--- src/rtl/rcap_pkg.sv ---
package rcap_pkg;
   typedef enum logic [1:0] {
      ST_IDLE = 2'd0,
      ST_REC  = 2'd1,
      ST_POST = 2'd2,
      ST_DONE = 2'd3
   } rcap_state_t;
endpackage

--- src/rtl/rcap_cfg_chk.sv ---
module rcap_cfg_chk #(
   parameter int ADDR_W = 10
) (
   input  logic [ADDR_W:0] depth,
   input  logic [ADDR_W:0] pre,
   input  logic [ADDR_W:0] post,
   output logic            ok
);
   localparam int CNT_W = ADDR_W + 1;
   localparam logic [CNT_W:0] MAX_DEPTH = (CNT_W+1)'(1) << ADDR_W;

   logic [CNT_W:0] span;
   logic [CNT_W:0] depth_x;

   always_comb begin
      span    = {1'b0, pre} + {1'b0, post};
      depth_x = {1'b0, depth};
      ok      = (depth != '0) && (depth_x <= MAX_DEPTH) && (span <= depth_x);
   end
endmodule

--- src/rtl/rcap_addr_gen.sv ---
module rcap_addr_gen #(
   parameter int ADDR_W = 10
) (
   input  logic              clk,
   input  logic              rst_n,
   input  logic              clr,
   input  logic              adv,
   input  logic [ADDR_W:0]   last,
   output logic [ADDR_W-1:0] ptr,
   output logic              wrapped
);
   logic at_end;
   assign at_end = ({1'b0, ptr} == last);

   always_ff @(posedge clk or negedge rst_n) begin
      if (!rst_n) begin
         ptr     <= '0;
         wrapped <= 1'b0;
      end else if (clr) begin
         ptr     <= '0;
         wrapped <= 1'b0;
      end else if (adv) begin
         if (at_end) begin
            ptr     <= '0;
            wrapped <= 1'b1;
         end else begin
            ptr <= ptr + 1'b1;
         end
      end
   end


   wrap_to_zero_chk: assert property (@(posedge clk) disable iff (!rst_n)
      (adv && !clr && at_end) |=> (ptr == '0 && wrapped));
endmodule

--- src/rtl/rcap_fill_ctr.sv ---
module rcap_fill_ctr #(
   parameter int CNT_W = 11
) (
   input  logic             clk,
   input  logic             rst_n,
   input  logic             clr,
   input  logic             inc,
   input  logic [CNT_W-1:0] limit,
   output logic             reached
);
   logic [CNT_W-1:0] cnt;

   assign reached = (cnt >= limit);

   always_ff @(posedge clk or negedge rst_n) begin
      if (!rst_n)                 cnt <= '0;
      else if (clr)               cnt <= '0;
      else if (inc && !reached)   cnt <= cnt + 1'b1;
   end
endmodule

--- src/rtl/ring_capture_ctrl.sv ---
module ring_capture_ctrl
   import rcap_pkg::*;
#(
   parameter int ADDR_W = 10,
   parameter int DATA_W = 16
) (
   input  logic              clk,
   input  logic              rst_n,
   input  logic              start,
   input  logic              stop,
   input  logic [ADDR_W:0]   cfg_depth,
   input  logic [ADDR_W:0]   cfg_pre,
   input  logic [ADDR_W:0]   cfg_post,
   input  logic              smp_valid,
   input  logic [DATA_W-1:0] smp_data,
   input  logic              trig_in,
   output logic              mem_we,
   output logic [ADDR_W-1:0] mem_addr,
   output logic [DATA_W-1:0] mem_wdata,
   output logic              busy,
   output logic              armed,
   output logic              triggered,
   output logic              done,
   output logic              cfg_err,
   output logic [ADDR_W-1:0] trig_addr,
   output logic [ADDR_W-1:0] oldest_addr
);
   localparam int CNT_W = ADDR_W + 1;

   if (ADDR_W < 2 || ADDR_W > 24) begin : g_bad_addr_w
      $error("ring_capture_ctrl: ADDR_W out of range");
   end
   if (DATA_W < 1) begin : g_bad_data_w
      $error("ring_capture_ctrl: DATA_W must be positive");
   end

   rcap_state_t      state_q;
   logic [CNT_W-1:0] depth_q, pre_q, post_q, post_left_q;
   logic [CNT_W-1:0] last_idx;
   logic             trig_q, done_q, err_q;
   logic [ADDR_W-1:0] trig_addr_q;
   logic             cfg_ok, pre_hit, wrapped, accept, go;
   logic [ADDR_W-1:0] ptr;

   rcap_cfg_chk #(.ADDR_W(ADDR_W)) u_chk (
      .depth (cfg_depth),
      .pre   (cfg_pre),
      .post  (cfg_post),
      .ok    (cfg_ok)
   );

   assign busy     = (state_q == ST_REC) || (state_q == ST_POST);
   assign go       = start && !stop && !busy && cfg_ok;
   assign mem_we   = busy && smp_valid && !stop;
   assign mem_addr = ptr;
   assign mem_wdata = smp_data;
   assign last_idx = depth_q - 1'b1;

   rcap_addr_gen #(.ADDR_W(ADDR_W)) u_addr (
      .clk     (clk),
      .rst_n   (rst_n),
      .clr     (go),
      .adv     (mem_we),
      .last    (last_idx),
      .ptr     (ptr),
      .wrapped (wrapped)
   );

   rcap_fill_ctr #(.CNT_W(CNT_W)) u_fill (
      .clk     (clk),
      .rst_n   (rst_n),
      .clr     (go),
      .inc     (mem_we),
      .limit   (pre_q),
      .reached (pre_hit)
   );

   assign armed  = (state_q == ST_REC) && pre_hit;
   assign accept = armed && trig_in && mem_we;

   always_ff @(posedge clk or negedge rst_n) begin
      if (!rst_n) begin
         state_q     <= ST_IDLE;
         depth_q     <= CNT_W'(1);
         pre_q       <= '0;
         post_q      <= '0;
         post_left_q <= '0;
         trig_q      <= 1'b0;
         done_q      <= 1'b0;
         err_q       <= 1'b0;
         trig_addr_q <= '0;
      end else if (stop) begin
         state_q <= ST_IDLE;
         trig_q  <= 1'b0;
         done_q  <= 1'b0;
      end else begin
         unique case (state_q)
            ST_IDLE, ST_DONE: begin
               if (start) begin
                  if (cfg_ok) begin
                     state_q <= ST_REC;
                     depth_q <= cfg_depth;
                     pre_q   <= cfg_pre;
                     post_q  <= cfg_post;
                     trig_q  <= 1'b0;
                     done_q  <= 1'b0;
                     err_q   <= 1'b0;
                  end else begin
                     state_q <= ST_IDLE;
                     trig_q  <= 1'b0;
                     done_q  <= 1'b0;
                     err_q   <= 1'b1;
                  end
               end
            end
            ST_REC: begin
               if (accept) begin
                  trig_q      <= 1'b1;
                  trig_addr_q <= ptr;
                  post_left_q <= post_q;
                  if (post_q == '0) begin
                     state_q <= ST_DONE;
                     done_q  <= 1'b1;
                  end else begin
                     state_q <= ST_POST;
                  end
               end
            end
            ST_POST: begin
               if (mem_we) begin
                  post_left_q <= post_left_q - 1'b1;
                  if (post_left_q == CNT_W'(1)) begin
                     state_q <= ST_DONE;
                     done_q  <= 1'b1;
                  end
               end
            end
            default: state_q <= ST_IDLE;
         endcase
      end
   end

   assign triggered   = trig_q;
   assign done        = done_q;
   assign cfg_err     = err_q;
   assign trig_addr   = trig_addr_q;
   assign oldest_addr = (done_q && wrapped) ? ptr : '0;


   addr_in_ring_chk: assert property (@(posedge clk) disable iff (!rst_n)
      busy |-> ({1'b0, mem_addr} <= last_idx));

   no_early_trig_chk: assert property (@(posedge clk) disable iff (!rst_n)
      ((state_q == ST_REC) && !armed && !stop) |=> !triggered);

   no_write_done_chk: assert property (@(posedge clk) disable iff (!rst_n)
      done |-> !mem_we);

   trig_addr_hold_chk: assert property (@(posedge clk) disable iff (!rst_n)
      (busy && triggered && !stop) |=> $stable(trig_addr));

   bad_cfg_chk: assert property (@(posedge clk) disable iff (!rst_n)
      (start && !stop && !busy && !cfg_ok) |=> (cfg_err && !busy));

   stop_abort_chk: assert property (@(posedge clk) disable iff (!rst_n)
      stop |=> (!busy && !done && !triggered));
endmodule

--- config.mk ---
export PLATFORM = sky130hd
export DESIGN_NAME = ring_capture_ctrl
export DESIGN_NICKNAME = d
export VERILOG_FILES = /design/src/rtl/rcap_pkg.sv /design/src/rtl/rcap_cfg_chk.sv /design/src/rtl/rcap_addr_gen.sv /design/src/rtl/rcap_fill_ctr.sv /design/src/rtl/ring_capture_ctrl.sv
export SDC_FILE = /design/constraint.sdc
export NUM_CORES = 1
export LEC_CHECK = 0
export ABC_AREA = 0
export BUFFER_PORTS_ARGS = -buffer_cell sky130_fd_sc_hd__buf_2
export CELL_PAD_IN_SITES_DETAIL_PLACEMENT = 1
export CELL_PAD_IN_SITES_GLOBAL_PLACEMENT = 1
export CORE_AREA = 2 2 116 118
export CTS_CLUSTER_DIAMETER = 50
export DETAILED_ROUTE_END_ITERATION = 10
export DIE_AREA = 0 0 118 120
export PLACE_DENSITY = 0.87
export SYNTH_ARGS = -nofsm -noshare
export SYNTH_HDL_FRONTEND = slang
export SYNTH_HIERARCHICAL = 1
export SYNTH_SLANG_ARGS = --single-unit
--- constraint.sdc ---
create_clock -name clk -period 3.5 [get_ports clk]
set_input_delay 0.175 -clock clk [delete_from_list [all_inputs] [get_ports clk]]
set_output_delay 0.175 -clock clk [all_outputs]
set_load 0.02 [all_outputs]
## Yosys cells after proc, flatten, opt, wreduce, memory -nomap -nowiden

Cells that the tools add are included.

- Register bits: 81
- Bits in latches: 0
- Memory bits (writable): 0
- ROM bits: 0
- Input port bits: 55
- Output and inout port bits: 52
- Logic and storage cells: 97
- Memories kept: 0

- Add/subtract/negate cells: 5
- $mul: 0
- Div/mod/pow operators: 0
- $lt $le $gt $ge: 3
- Equality and inequality tests: 12
- Shift operators: 0
- Multiplexer cells: 31
- Bitwise operators: 1
- Reduce and logical (&&, ||, !) cells: 33

Operators by type and width:

| cell | count |
|---|---|
| 11-bit 2-to-1 mux | 4 |
| 10-bit 2-to-1 mux | 4 |
| 11-bit one-hot mux with 2 select lines | 1 |
| 11-bit by 1-bit subtractor with 11-bit output, second input constant | 2 |
| 1-bit 2-to-1 mux | 14 |
| 11-bit by 11-bit adder with 12-bit output | 1 |
| 12-bit by 11-bit <= comparator with 1-bit output | 1 |
| 1-bit logical AND | 12 |
| 4-bit AND reduction | 3 |
| 11-bit by 1-bit adder with 11-bit output, second input constant | 1 |
| 10-bit by 11-bit equality test with 1-bit output | 1 |
| 11-bit by 1-bit equality test with 1-bit output, second input constant | 1 |
| 11-bit >= comparator | 1 |
| 11-bit <= comparator, second input constant | 1 |
| 11-bit zero test | 1 |
| 11-bit nonzero test | 1 |
| 10-bit by 1-bit adder with 10-bit output, second input constant | 1 |
| 2-bit 2-to-1 mux | 5 |
| 3-bit != test, second input constant | 3 |
| 3-bit AND reduction | 3 |
| 2-bit nonzero test | 4 |
| 3-bit by 2-bit != test with 1-bit output, second input constant | 2 |
| 2-bit one-hot mux with 3 select lines | 1 |
| 5-bit AND reduction | 1 |
| other kinds (12) | 16 |

## Longest topological paths before layout

- Word-level depth: 8
- Depth in mapped cells: 22
- Mapped depth without buffers: 20

## Modules after synthesis

The synthesis kept the hierarchy.

By module, submodules not included:

| module | instances | cells each | area an instance (sq um) |
|---|---|---|---|
| ring_capture_ctrl | 1 | 272 | 3,035.4 |
| rcap_fill_ctr | 1 | 99 | 872.1 |
| rcap_cfg_chk | 1 | 112 | 800.8 |
| rcap_addr_gen | 1 | 68 | 695.7 |

## Worst setup path after synthesis

Ideal clock, no wire load.

- Kind: input to register
- From: input cfg_pre[0]
- To: register u_addr.ptr[9]
- Setup time: 0.119 ns
- Arrival time: 3.978 ns
- Path slack: -0.598 ns
- Stages: 21
- Buffers on the path: 2
- Cells stage by stage: ha_1 inv_1 fa_1 nor2b_1 o21ai_1 o211ai_1 a31oi_1 xnor2_1 ha_1 o21ai_0 a21oi_2 o41a_1 a311oi_1 nand2_1 clkbuf_1 inv_1 buf_2 o2111ai_2 nor4_2 xnor2_1 nor2_1

- Cells in the longest elaborated chain, start to end: 5

RTL lines:

| item | RTL line | source |
|---|---|---|
| start: declaration | ring_capture_ctrl.sv:12 | `input logic [ADDR_W:0] cfg_pre,` |
| 11-bit by 11-bit adder with 12-bit output (*) | rcap_cfg_chk.sv:16 | `span = {1'b0, pre} + {1'b0, post};` |
| 12-bit by 11-bit <= comparator with 1-bit output (*) | rcap_cfg_chk.sv:18 | `ok = (depth != '0) && (depth_x <= MAX_DEPTH) && (span <= depth_x);` |
| 1-bit logical AND (*) | rcap_cfg_chk.sv:18 |  |
| via cfg_ok | ring_capture_ctrl.sv:42 | `logic cfg_ok, pre_hit, wrapped, accept, go;` |
| 1-bit logical AND (*) | ring_capture_ctrl.sv:53 | `assign go = start && !stop && !busy && cfg_ok;` |
| via go | ring_capture_ctrl.sv:42 |  |
| 10-bit 2-to-1 mux / 2-bit nonzero test (equally long branches) | n/a |  |
| end signal: assignment | rcap_addr_gen.sv:27 | `ptr <= ptr + 1'b1;` |
| end: declaration | rcap_addr_gen.sv:9 | `output logic [ADDR_W-1:0] ptr,` |

Mark *: on every way through the listed nets, which the timed path passes. The rest lies on a longest branch.
A chain may end at the register's enable or synchronous reset.

## Final worst setup path

- From: input cfg_post[0]
- To: register u_addr.ptr[7]

- Cells in the longest elaborated chain, start to end: 5

RTL lines:

| item | RTL line | source |
|---|---|---|
| start: declaration | ring_capture_ctrl.sv:13 | `input logic [ADDR_W:0] cfg_post,` |
| 11-bit by 11-bit adder with 12-bit output (*) | rcap_cfg_chk.sv:16 |  |
| 12-bit by 11-bit <= comparator with 1-bit output (*) | rcap_cfg_chk.sv:18 |  |
| 1-bit logical AND (*) | rcap_cfg_chk.sv:18 |  |
| via cfg_ok | ring_capture_ctrl.sv:42 |  |
| 1-bit logical AND (*) | ring_capture_ctrl.sv:53 |  |
| via go | ring_capture_ctrl.sv:42 |  |
| 10-bit 2-to-1 mux / 2-bit nonzero test (equally long branches) | n/a |  |

Marks and branches as above.

==> impl_metrics.ini <==
[timing]
hold_viol_final = 13
max_clock_freq_mhz = 289
fin_crit_sh_pct = 99.0
worstMarginPinSlew_ps = 1050
period_needed_ps = 3460
holdWs_ps = -27.0
relSlewSlack_pct = 30.0
slew_violations = 0
skew_ps = 8.51
setup_viol = 0

[final_layout]
finalNonFillerCells = 810
nets = 723
multi_input_area_sq_um = 3140
syn_to_final_growth_pct = 18.5
regArea_sq_um = 2030
nFillCells = 1501
drive_gt1_share_pct = 31.0

[detailed_routing]
drt_first_pass_iters = 4
drt-total-wl_mm = 16.3
vias = 4619
ant_nets = 0
drt_iter0_drc = 252
avgViaCountPerCell = 5.70
wl_per_cell_um = 20.2
drcViolationCount = 0

[floorplan]
rows = 42
die_y_um = 120
dieArea_sq_um = 14200
io_pins = 107
fp.coreArea_sq_um = 13000
start_util_pct = 41.6
die_x_um = 118

[logic_synthesis]
synth_area_per_cell_sq_um = 9.81
synth-edff-count = 0
ys_seq_area_share_pct = 37.5
synth_top_cell_by_area = dfrtp_1
async_flop_share_pct = 100
synth-seq-cells = 81
postSynthCellCount = 551
netlist_top_cells_count = 80 x dfrtp_1, 45 x mux2_2, 42 x inv_1
yosysMostFrequentCell = dfrtp_1
ys_warn_count = 6
netlist_area_sq_um = 5400
synth_top_area_share_pct = 37.0
synthTopCellsByArea = dfrtp_1 37%, mux2_2 9.4%, ha_1 9.3%
ys.flop_type = dfrtp_1
synth_cell_types = 64
synth_nets = 647

[clock_tree]
root_buffer = clkbuf_16
tritoncts = built
cts_buffers = 9
cts_max_path_buffers = 2
clk_latency_ps = 350
cts_hold_buf = 0
clk_pin_slew_ps = 60
cts.sinks = 81
htree_levels = 3

[critical_path]
end_kind = flip-flop
startpoint_type = input port
rrSetupSlack_ps = 550
r2r_end = post_left_q[2]$_DFFE_PN0P_
critical_path_arrival_ps = 3700
crit_fanout = 3
worstPathRequired_ps = 3740
reg2reg_from = u_fill/cnt[6]$_DFFE_PN0P_
crit_type = in2reg
reg2reg_depth = 10

[global_route]
grt_pass1_wl_mm = 25.4
gr-total-overflow = 0
grt_start_max_net_pins = 82
antenna_found_initial = 2
grt_pass1_vias = 4999
track_usage_pct = 22.7

[placed_design]
place_hpwl_mm = 11.6
finalWeightedCongestion = 0.888
dp.cells = 787
placement.io_buffers = 74

[status]
status = complete, but fails checks
violations = negative hold slack

[pwr]
p_leak_nw = 3.12
finalPower_w = 0.00431
irDropWorstVdd_mv = 0.324
power_density_nw_per_um2 = 673

[flow_run]
max_cap_viol_count = 0

[worst_hold_path]
holdCritPathClass = in2async
[registers in the layout (all words and copies together) (netlist names)]
signal / flops
cfg_err: 1
pre_q: 11
done: 1
depth_q: 11
post_left_q: 11
u_addr/wrapped: 1
u_addr/ptr: 10
u_fill/cnt: 11
trig_addr: 10
triggered: 1
post_q: 11
state_q: 2
[metal layers]
metal / track usage (%) / share of wire (%)
met5: 0 / 0
met2: 41.2 / 53
met3: 4.94 / 4.4
met4: 11.8 / 4.6
met1: 24.9 / 38
[power by group]
part	switching, W	total [W]	internal, W
Clock	0.000408	0.000978	0.000570
Combinational	0.000978	0.00173	0.000752
Sequential	0.000357	0.00160	0.00124
Total	0.00174	0.00431	0.00257
[what timing repair did]
action                                  4_1_cts  5_1_grt
pin swaps                                     0       20
setup buffers                                 0        5
resized for setup                             1       22
endpoints found under the setup margin        2       44
[worst max-delay path by stage]
| stage | from | slack, ps | cells past startpoint | endpoint |
|---|---|---|---|---|
| after floorplan | cfg_pre[0] | -160 | 21 | u_addr/ptr[9]$_DFFE_PN0P_ |
| after global placement | cfg_pre[1] | -160 | 19 | u_addr/ptr[9]$_DFFE_PN0P_ |
| after detailed placement | cfg_pre[2] | -340 | 20 | u_addr/ptr[9]$_DFFE_PN0P_ |
| after CTS | cfg_pre[0] | 40 | 21 | u_addr/ptr[9]$_DFFE_PN0P_ |
| after global routing | cfg_post[0] | -110 | 21 | u_addr/ptr[7]$_DFFE_PN0P_ |
| final | cfg_post[0] | 40 | 21 | u_addr/ptr[7]$_DFFE_PN0P_ |
[cell type report]
class                           instances  area share, %
Timing Repair Buffer                   95           8.66
Inverter                               42           2.50
Clock inverter                          5          0.860
Clock buffer                           11           3.79
Tap cell                              176           3.44
Sequential cell                        81           31.7
Antenna cell                            2         0.0782
Multi-Input combinational cell        398           49.0
[worst max-delay path: stages]
cell and delay, ps:
buf_8 80, ha_4 130, inv_2 40, fa_2 360
nor2b_2 140, o21ai_2 90, o211ai_1 250, a31oi_1 160
xnor2_1 150, ha_1 330, o21ai_2 130, a21oi_2 40
o41a_1 440, a311oi_2 300, nand2_2 130, inv_4 100
o2111ai_4 160, buf_6 180, nor3_4 120, xnor2_1 130
nor2_1 50
[cells in the final DEF (no fill, tap or decap), types with 5 or more instances in the layout]
cell,Yosys,final
o21ai_0,23,18
mux2i_1,5,5
or3_1,6,6
nand3_1,10,10
nor4_1,5,5
a21oi_1,20,19
nand3b_1,5,5
clkbuf_16,0,9
buf_2,6,71
nor3_1,13,10
xnor2_1,14,14
nand4_1,8,8
or4_1,5,5
nor2b_1,10,9
xor2_1,24,24
ha_1,40,38
mux2_2,45,45
o21ai_2,2,5
buf_4,16,21
nand2b_1,9,9
and3_1,12,12
dfrtp_1,80,80
o22ai_1,6,6
nor2_1,37,35
inv_1,42,39
a2bb2oi_1,7,7
nand2_1,36,35
[cell families (layout without fill, tap and decap cells)]
| logic type | count (synthesis) | count (layout) | share of synthesized area, % |
|---|---|---|---|
| buffers and inverters | 72 | 153 | 6.25 |
| AO/OA/AOI/OAI | 94 | 94 | 12.4 |
| flip-flops | 81 | 81 | 37.5 |
| multiplexers | 50 | 50 | 10.3 |
| other | 0 | 2 | 0 |
| adder cells (fa/ha/maj) | 41 | 41 | 9.63 |
| XOR/XNOR | 38 | 38 | 6.16 |
| AND/OR/NAND/NOR | 175 | 175 | 17.7 |
[through the flow]
stage	cell area [sq um]	setup TNS [ps]	hold WS (ps)	utilization [%]	setup WS [ps]
after detailed placement	5980	-9580	350	46.1	-343
after global placement	5980	-2220	350	46.1	-162
after global routing	6400	-700	75.8	49.3	-114
final	6400	0	-27.0	49.3	36.6
after floorplan	5460	-180	-121	-	-156
after CTS	6280	0	53.1	48.4	38.8
No activity file was read; power rests on OpenSTA's default activity.
